`src/rtl/cam_pkg.sv`:
```
package cam_pkg;
    typedef enum logic [1:0] {
        ST_HUNT,
        ST_ARMED,
        ST_LINE,
        ST_GAP
    } cap_state_t;
endpackage

```
`src/rtl/cam_in_stage.sv`:
```
module cam_in_stage #(
    parameter int DW = 10
) (
    input  logic          clk,
    input  logic          rst_n,
    input  logic          vs_inv,
    input  logic          hs_inv,
    input  logic          vsync,
    input  logic          hsync,
    input  logic [DW-1:0] data,
    output logic          hs_act,
    output logic          vs_rise,
    output logic [DW-1:0] data_q
);
    logic vs_q;
    logic vs_prev;

    always_ff @(posedge clk or negedge rst_n) begin
        if (!rst_n) begin
            vs_q    <= 1'b0;
            vs_prev <= 1'b0;
            hs_act  <= 1'b0;
            data_q  <= '0;
        end else begin
            vs_q    <= vsync ^ vs_inv;
            vs_prev <= vs_q;
            hs_act  <= hsync ^ hs_inv;
            data_q  <= data;
        end
    end

    assign vs_rise = vs_q & ~vs_prev;
endmodule

```
`src/rtl/cam_col_count.sv`:
```
module cam_col_count #(
    parameter int CW = 12
) (
    input  logic          clk,
    input  logic          rst_n,
    input  logic          clr,
    input  logic          step,
    input  logic [CW-1:0] len,
    output logic          first,
    output logic          last
);
    logic [CW-1:0] col;

    assign first = (col == '0);
    assign last  = ({1'b0, col} + {{CW{1'b0}}, 1'b1}) >= {1'b0, len};

    always_ff @(posedge clk or negedge rst_n) begin
        if (!rst_n) begin
            col <= '0;
        end else if (clr) begin
            col <= '0;
        end else if (step) begin
            col <= last ? '0 : col + 1'b1;
        end
    end
endmodule

```
`src/rtl/cam_capture.sv`:
```
module cam_capture
    import cam_pkg::*;
#(
    parameter int DW  = 10,
    parameter int NGW = 8,
    parameter int CW  = 12,
    parameter int FW  = 16,
    parameter int LW  = 12
) (
    input  logic          clk,
    input  logic          rst_n,
    input  logic          cfg_enable,
    input  logic          cfg_gated,
    input  logic          cfg_vs_inv,
    input  logic          cfg_hs_inv,
    input  logic [CW-1:0] cfg_line_len,
    input  logic          vsync,
    input  logic          hsync,
    input  logic [DW-1:0] pix_data,
    output logic          out_valid,
    output logic [DW-1:0] out_data,
    output logic          out_sof,
    output logic          out_sol,
    output logic          out_eol,
    output logic [FW-1:0] frame_cnt,
    output logic [LW-1:0] line_cnt
);
    cap_state_t    state, nxt;
    logic          hs_act, vs_rise;
    logic [DW-1:0] data_q, narrow_d;
    logic          col_first, col_last;
    logic          take, enter_frame, emit, sof_c, sol_c, eol_c;

    cam_in_stage #(.DW(DW)) u_in (
        .clk(clk), .rst_n(rst_n), .vs_inv(cfg_vs_inv), .hs_inv(cfg_hs_inv),
        .vsync(vsync), .hsync(hsync), .data(pix_data),
        .hs_act(hs_act), .vs_rise(vs_rise), .data_q(data_q)
    );

    cam_col_count #(.CW(CW)) u_col (
        .clk(clk), .rst_n(rst_n), .clr(vs_rise), .step(emit && !cfg_gated),
        .len(cfg_line_len), .first(col_first), .last(col_last)
    );

    generate
        if (DW > NGW) begin : g_pad
            assign narrow_d = {{(DW-NGW){1'b0}}, data_q[NGW-1:0]};
        end else begin : g_same
            assign narrow_d = data_q;
        end
    endgenerate

    assign take        = cfg_gated ? hs_act : 1'b1;
    assign enter_frame = vs_rise && cfg_enable;
    assign emit        = !vs_rise && take && (state != ST_HUNT);
    assign sof_c       = emit && (state == ST_ARMED);
    assign sol_c       = emit && (cfg_gated ? (state == ST_ARMED || state == ST_GAP) : col_first);
    assign eol_c       = cfg_gated ? (!vs_rise && state == ST_LINE && !hs_act)
                                   : (emit && col_last);

    always_comb begin
        nxt = state;
        unique case (state)
            ST_HUNT:  if (enter_frame) nxt = ST_ARMED;
            ST_ARMED: if (vs_rise) nxt = enter_frame ? ST_ARMED : ST_HUNT;
                      else if (take) nxt = ST_LINE;
            ST_LINE:  if (vs_rise) nxt = enter_frame ? ST_ARMED : ST_HUNT;
                      else if (!take) nxt = ST_GAP;
            ST_GAP:   if (vs_rise) nxt = enter_frame ? ST_ARMED : ST_HUNT;
                      else if (take) nxt = ST_LINE;
            default:  nxt = ST_HUNT;
        endcase
    end

    always_ff @(posedge clk or negedge rst_n) begin
        if (!rst_n) state <= ST_HUNT;
        else        state <= nxt;
    end

    always_ff @(posedge clk or negedge rst_n) begin
        if (!rst_n) begin
            out_valid <= 1'b0;
            out_data  <= '0;
            out_sof   <= 1'b0;
            out_sol   <= 1'b0;
            out_eol   <= 1'b0;
            frame_cnt <= '0;
            line_cnt  <= '0;
        end else begin
            out_valid <= emit;
            out_data  <= cfg_gated ? data_q : narrow_d;
            out_sof   <= sof_c;
            out_sol   <= sol_c;
            out_eol   <= eol_c;
            if (enter_frame) begin
                frame_cnt <= frame_cnt + 1'b1;
                line_cnt  <= '0;
            end else if (vs_rise) begin
                line_cnt  <= '0;
            end else if (eol_c) begin
                line_cnt  <= line_cnt + 1'b1;
            end
        end
    end

    // nothing leaves the block while hunting for a frame
    p_hunt_silent_r2: assert property (@(posedge clk) disable iff (!rst_n)
        (state == ST_HUNT) |=> !out_valid);

    // a frame marker is always a valid line-start pixel
    p_sof_is_first_r4: assert property (@(posedge clk) disable iff (!rst_n)
        out_sof |-> (out_valid && out_sol));

    // gated end-of-line pulse carries no data
    p_gated_eol_empty_r6: assert property (@(posedge clk) disable iff (!rst_n)
        (out_eol && $past(cfg_gated)) |-> !out_valid);

    // narrow mode leaves the upper bits clear
    p_narrow_upper_r7: assert property (@(posedge clk) disable iff (!rst_n)
        (out_valid && !$past(cfg_gated)) |-> (out_data >> NGW) == '0);

    // line count is zero on a frame's first pixel, frames step by one
    p_lines_clear_r9: assert property (@(posedge clk) disable iff (!rst_n)
        out_sof |-> (line_cnt == '0));
    p_frame_step_r9: assert property (@(posedge clk) disable iff (!rst_n)
        !$stable(frame_cnt) |-> (frame_cnt == $past(frame_cnt) + 1'b1));
endmodule

```
`config.mk`:
```
export PLATFORM = sky130hd
export DESIGN_NAME = cam_capture
export DESIGN_NICKNAME = d
export VERILOG_FILES = /design/src/rtl/cam_pkg.sv /design/src/rtl/cam_in_stage.sv /design/src/rtl/cam_col_count.sv /design/src/rtl/cam_capture.sv
export SDC_FILE = /design/constraint.sdc
export NUM_CORES = 1
export LEC_CHECK = 0
export ABC_AREA = 1
export CAP_MARGIN = 30
export CORE_AREA = 2 2 84 86
export CTS_CLUSTER_DIAMETER = 50
export DETAILED_ROUTE_END_ITERATION = 7
export DIE_AREA = 0 0 86 88
export DONT_BUFFER_PORTS = 1
export PLACE_DENSITY = 0.78
export SETUP_SLACK_MARGIN = 0.05
export SLEW_MARGIN = 15
export SYNTH_ARGS = -nofsm -noshare
export SYNTH_HDL_FRONTEND = slang
export SYNTH_SLANG_ARGS = --single-unit
```
`constraint.sdc`:
```
create_clock -name clk -period 3.9 [get_ports clk]
set_input_delay 0 -clock clk [delete_from_list [all_inputs] [get_ports clk]]
set_output_delay 0 -clock clk [all_outputs]
set_load 0.03 [all_outputs]
```
==> results.sh <==
export IMPL_maxSlewViolCount=0
export IMPL_tns_ns=0
export IMPL_yosys_warnings=0
export IMPL_start_util_pct=53.8
export IMPL_min_period_ns=2.69
export IMPL_path_delay_family="simple AND/OR/NAND/NOR gates"
export IMPL_post_cts_setup_buffer_count=0
export IMPL_fin_cells=487
export IMPL_gp_congestion=0.960
export IMPL_final_area_sq_um=4020
export IMPL_worst_r2r_cell_count=18
export IMPL_slew_headroom_pct=42.9
export IMPL_cp_num_buf_inv=1
export IMPL_place_inst=453
export IMPL_antenna_found_initial=0
export IMPL_yosysUniqueCellTypes=29
export IMPL_hold_violations=0
export IMPL_clock_path_buffers=2
export IMPL_dieArea_sq_um=7570
export IMPL_grt_overflow=0
export IMPL_drt_iter0_markers=178
export IMPL_grt_max_degree=70
export IMPL_holdPathStages=4
export IMPL_fillers=531
export IMPL_avgSynthCellArea_sq_um=9.43
export IMPL_min_from="cfg_gated"
export IMPL_die_h_um=88
export IMPL_path_cells="nand3_2, nor2_2, nand3_1, nor2_1, nand2_1, nor2_2, xor2_1, ha_1, nand2_1, nor2_1, nand2_1, inv_1, nand2_2, nand3_4, nand2_4, nand2_4, nand3_1, nand2_1"
export IMPL_std_cell_rows=30
export IMPL_min_path_type="in -> reg"
export IMPL_drc=0
export IMPL_synth_ff_type="dfrtp_1"
export IMPL_path_max_fanout=13
export IMPL_wl_per_cell_um=14.0
export IMPL_ant_nets=0
export IMPL_crit_type="reg -> reg"
export IMPL_netlist_area_sq_um=3570
export IMPL_fmax_mhz=372
export IMPL_n_antenna_cell=0
export IMPL_skew_ns=0.0122
export IMPL_drt_total_wl_um=6810
export IMPL_end_kind="flop"
export IMPL_floorplan_core_area_sq_um=6640
export IMPL_synthArstFlopShare_pct=100
export IMPL_area_delta_synth_final_pct=12.4
export IMPL_syn_nets=426
export IMPL_path_depth=18
export IMPL_cts_sinks=69
export IMPL_vias_per_cell=5.30
export IMPL_setup_violations=0
export IMPL_dpl_cell_area_sq_um=3620
export IMPL_powerDensity_nw_per_um2=467
export IMPL_htreeDepth=3
export IMPL_nets=449
export IMPL_slowest_delay_ns=0.46
export IMPL_num_vias=2583
export IMPL_synth_area_leaders="dfrtp_1 (48%), nand2_1 (6.9%), xor2_1 (6.4%)"
export IMPL_synth_seq_cells=69
export IMPL_port_buffers=0
export IMPL_synth_cells=379
export IMPL_grt_pass1_wl_um=11400
export IMPL_insertion_delay_ns=0.34
export IMPL_cap_viol_max_count=0
export IMPL_cts_root_buf="clkbuf_8"
export IMPL_r2r_start="u_col.col[2]"
export IMPL_leakage_nw=2.03
export IMPL_crit_required_ns=4.12
export IMPL_slowest_stage="dfrtp_1"
export IMPL_cts_buffers_inserted=9
export IMPL_drive_above_1_share_pct=14.5
export IMPL_grt_pass1_vias=2518
export IMPL_drt_first_pass_iters=4
export IMPL_clk_pin_slew_ns=0.08
export IMPL_critPathLaunch="u_col.col[2]"
export IMPL_die_x_um=86
export IMPL_hold_ws_ns=0.0477
export IMPL_start_kind="flop"
export IMPL_power_mw=1.88
export IMPL_dp_hpwl_um=4750
export IMPL_synth_edf_count=0
export IMPL_cpMostUsedCell="nand2_1"
export IMPL_run_status="finished, final reports clean"
export IMPL_worst_pin_slew_ns=0.851
export IMPL_ioPinCount=72
export IMPL_cp_arrival_ns=2.90
export IMPL_grt_use_total_pct=19.4
export IMPL_ir_drop_v=0.000416
export IMPL_grt_setup_unrepaired="false"
export IMPL_synth_top_area_share_pct=48.3
export IMPL_cts_tree="built"
export IMPL_yosys_area_top_type="dfrtp_1"
export IMPL_fin_crit_sh_pct=68.9
export IMPL_ys_seq_area_share_pct=48.3
-- synth_stat cells (2+ instances only) --
library cell and count:
nand2_2 13, xor2_1 26, dfrtp_1 69, nand2_1 66
buf_6 2, xnor2_1 9, nor3_1 2, nor2_2 6
nand2_4 2, nand3_1 21, nand3_2 13, o21ai_0 15
a21oi_1 4, nand4_1 17, nor4_1 3, nor2_4 5
clkbuf_1 2, ha_1 17, nor2_1 27, inv_1 51
-- path summary, 6_finish.rpt --
kind,endpoint,slack (ns)
setup / recovery,line_cnt[11],1.21
hold / removal,line_cnt[1],0.05
setup reg to reg,line_cnt[11],1.21
hold reg to reg,out_data[7],0.35
max in group asynchronous,out_data[9],3.44
min in group asynchronous,frame_cnt[12],0.18
-- registers in the layout, summed over array words and instances, names as in the netlist --
register,count
out_sol,1
out_eol,1
state,2
out_valid,1
u_in.vs_q,1
u_in.data_q,10
u_in.vs_prev,1
line_cnt,12
out_sof,1
u_in.hs_act,1
u_col.col,12
frame_cnt,16
out_data,10
-- kinds of logic (layout without fill, tap and decap cells) --
family	count (synthesis)	in the layout	synth area share (%)
buffers and inverters	58	86	7.07
and+or+nand+nor	179	179	26.9
adders and majority gates	17	17	5.95
muxes	1	1	0.315
AOI/OAI and AO/OA	20	20	2.87
xor gates and xnor gates	35	35	8.58
DFF	69	69	48.3
-- power breakdown --
group          internal, mW  switching [mW]
Combinational         0.119           0.201
Clock                 0.314           0.276
Sequential            0.791           0.175
-- placed cells by master (no fill, tap or decap), drive strengths merged, types with 3 or more instances in the layout --
cell         synthesis  routed
nand2               81      81
ha                  17      17
nor3                 3       3
xor2                26      26
dfrtp               69      69
xnor2                9       9
o21ai               15      15
nor4                 3       3
dlygate4sd3          0      17
a21oi                4       4
nand3               35      35
nand4               17      17
clkbuf               2      11
clkinv               1       4
nor2                38      38
inv                 51      51
-- metrics by stage --
step           setup slack (ns)  utilization, %
2_1_floorplan              1.56               -
3_3_place_gp               1.34            54.4
3_5_place_dp               1.27            54.4
4_1_cts                    1.24            60.4
5_1_grt                   0.976            60.4
6_report                   1.21            60.4
-- final cells by class --
cell class / count / area (sq um) / share of cell area [%]
Clock inverter: 5 / 60.1 / 1.50
Sequential cell: 69 / 1730 / 43.0
Tap cell: 80 / 100 / 2.49
Inverter: 52 / 195 / 4.86
Timing Repair Buffer: 18 / 198 / 4.92
Multi-Input combinational cell: 252 / 1590 / 39.7
Clock buffer: 11 / 141 / 3.52
-- layer usage --
layer / wire (um) / global-route usage [%]
met3: 452 / 6.88
met4: 135 / 7.22
met1: 2860 / 23.8
met5: 0 / 0
met2: 3360 / 31.6
-- worst min-delay path, delay by kind of cell --
family	cells	cell delay (ns)
simple gates	4	0.35
-- timing repair --
item                                    in CTS  in global routing
gates resized for setup                      0                  0
endpoints found under the setup margin       0                  0
hold buffers                                18                  0
endpoints found under the hold margin       90                  0
No activity file was read; power rests on OpenSTA's default activity.
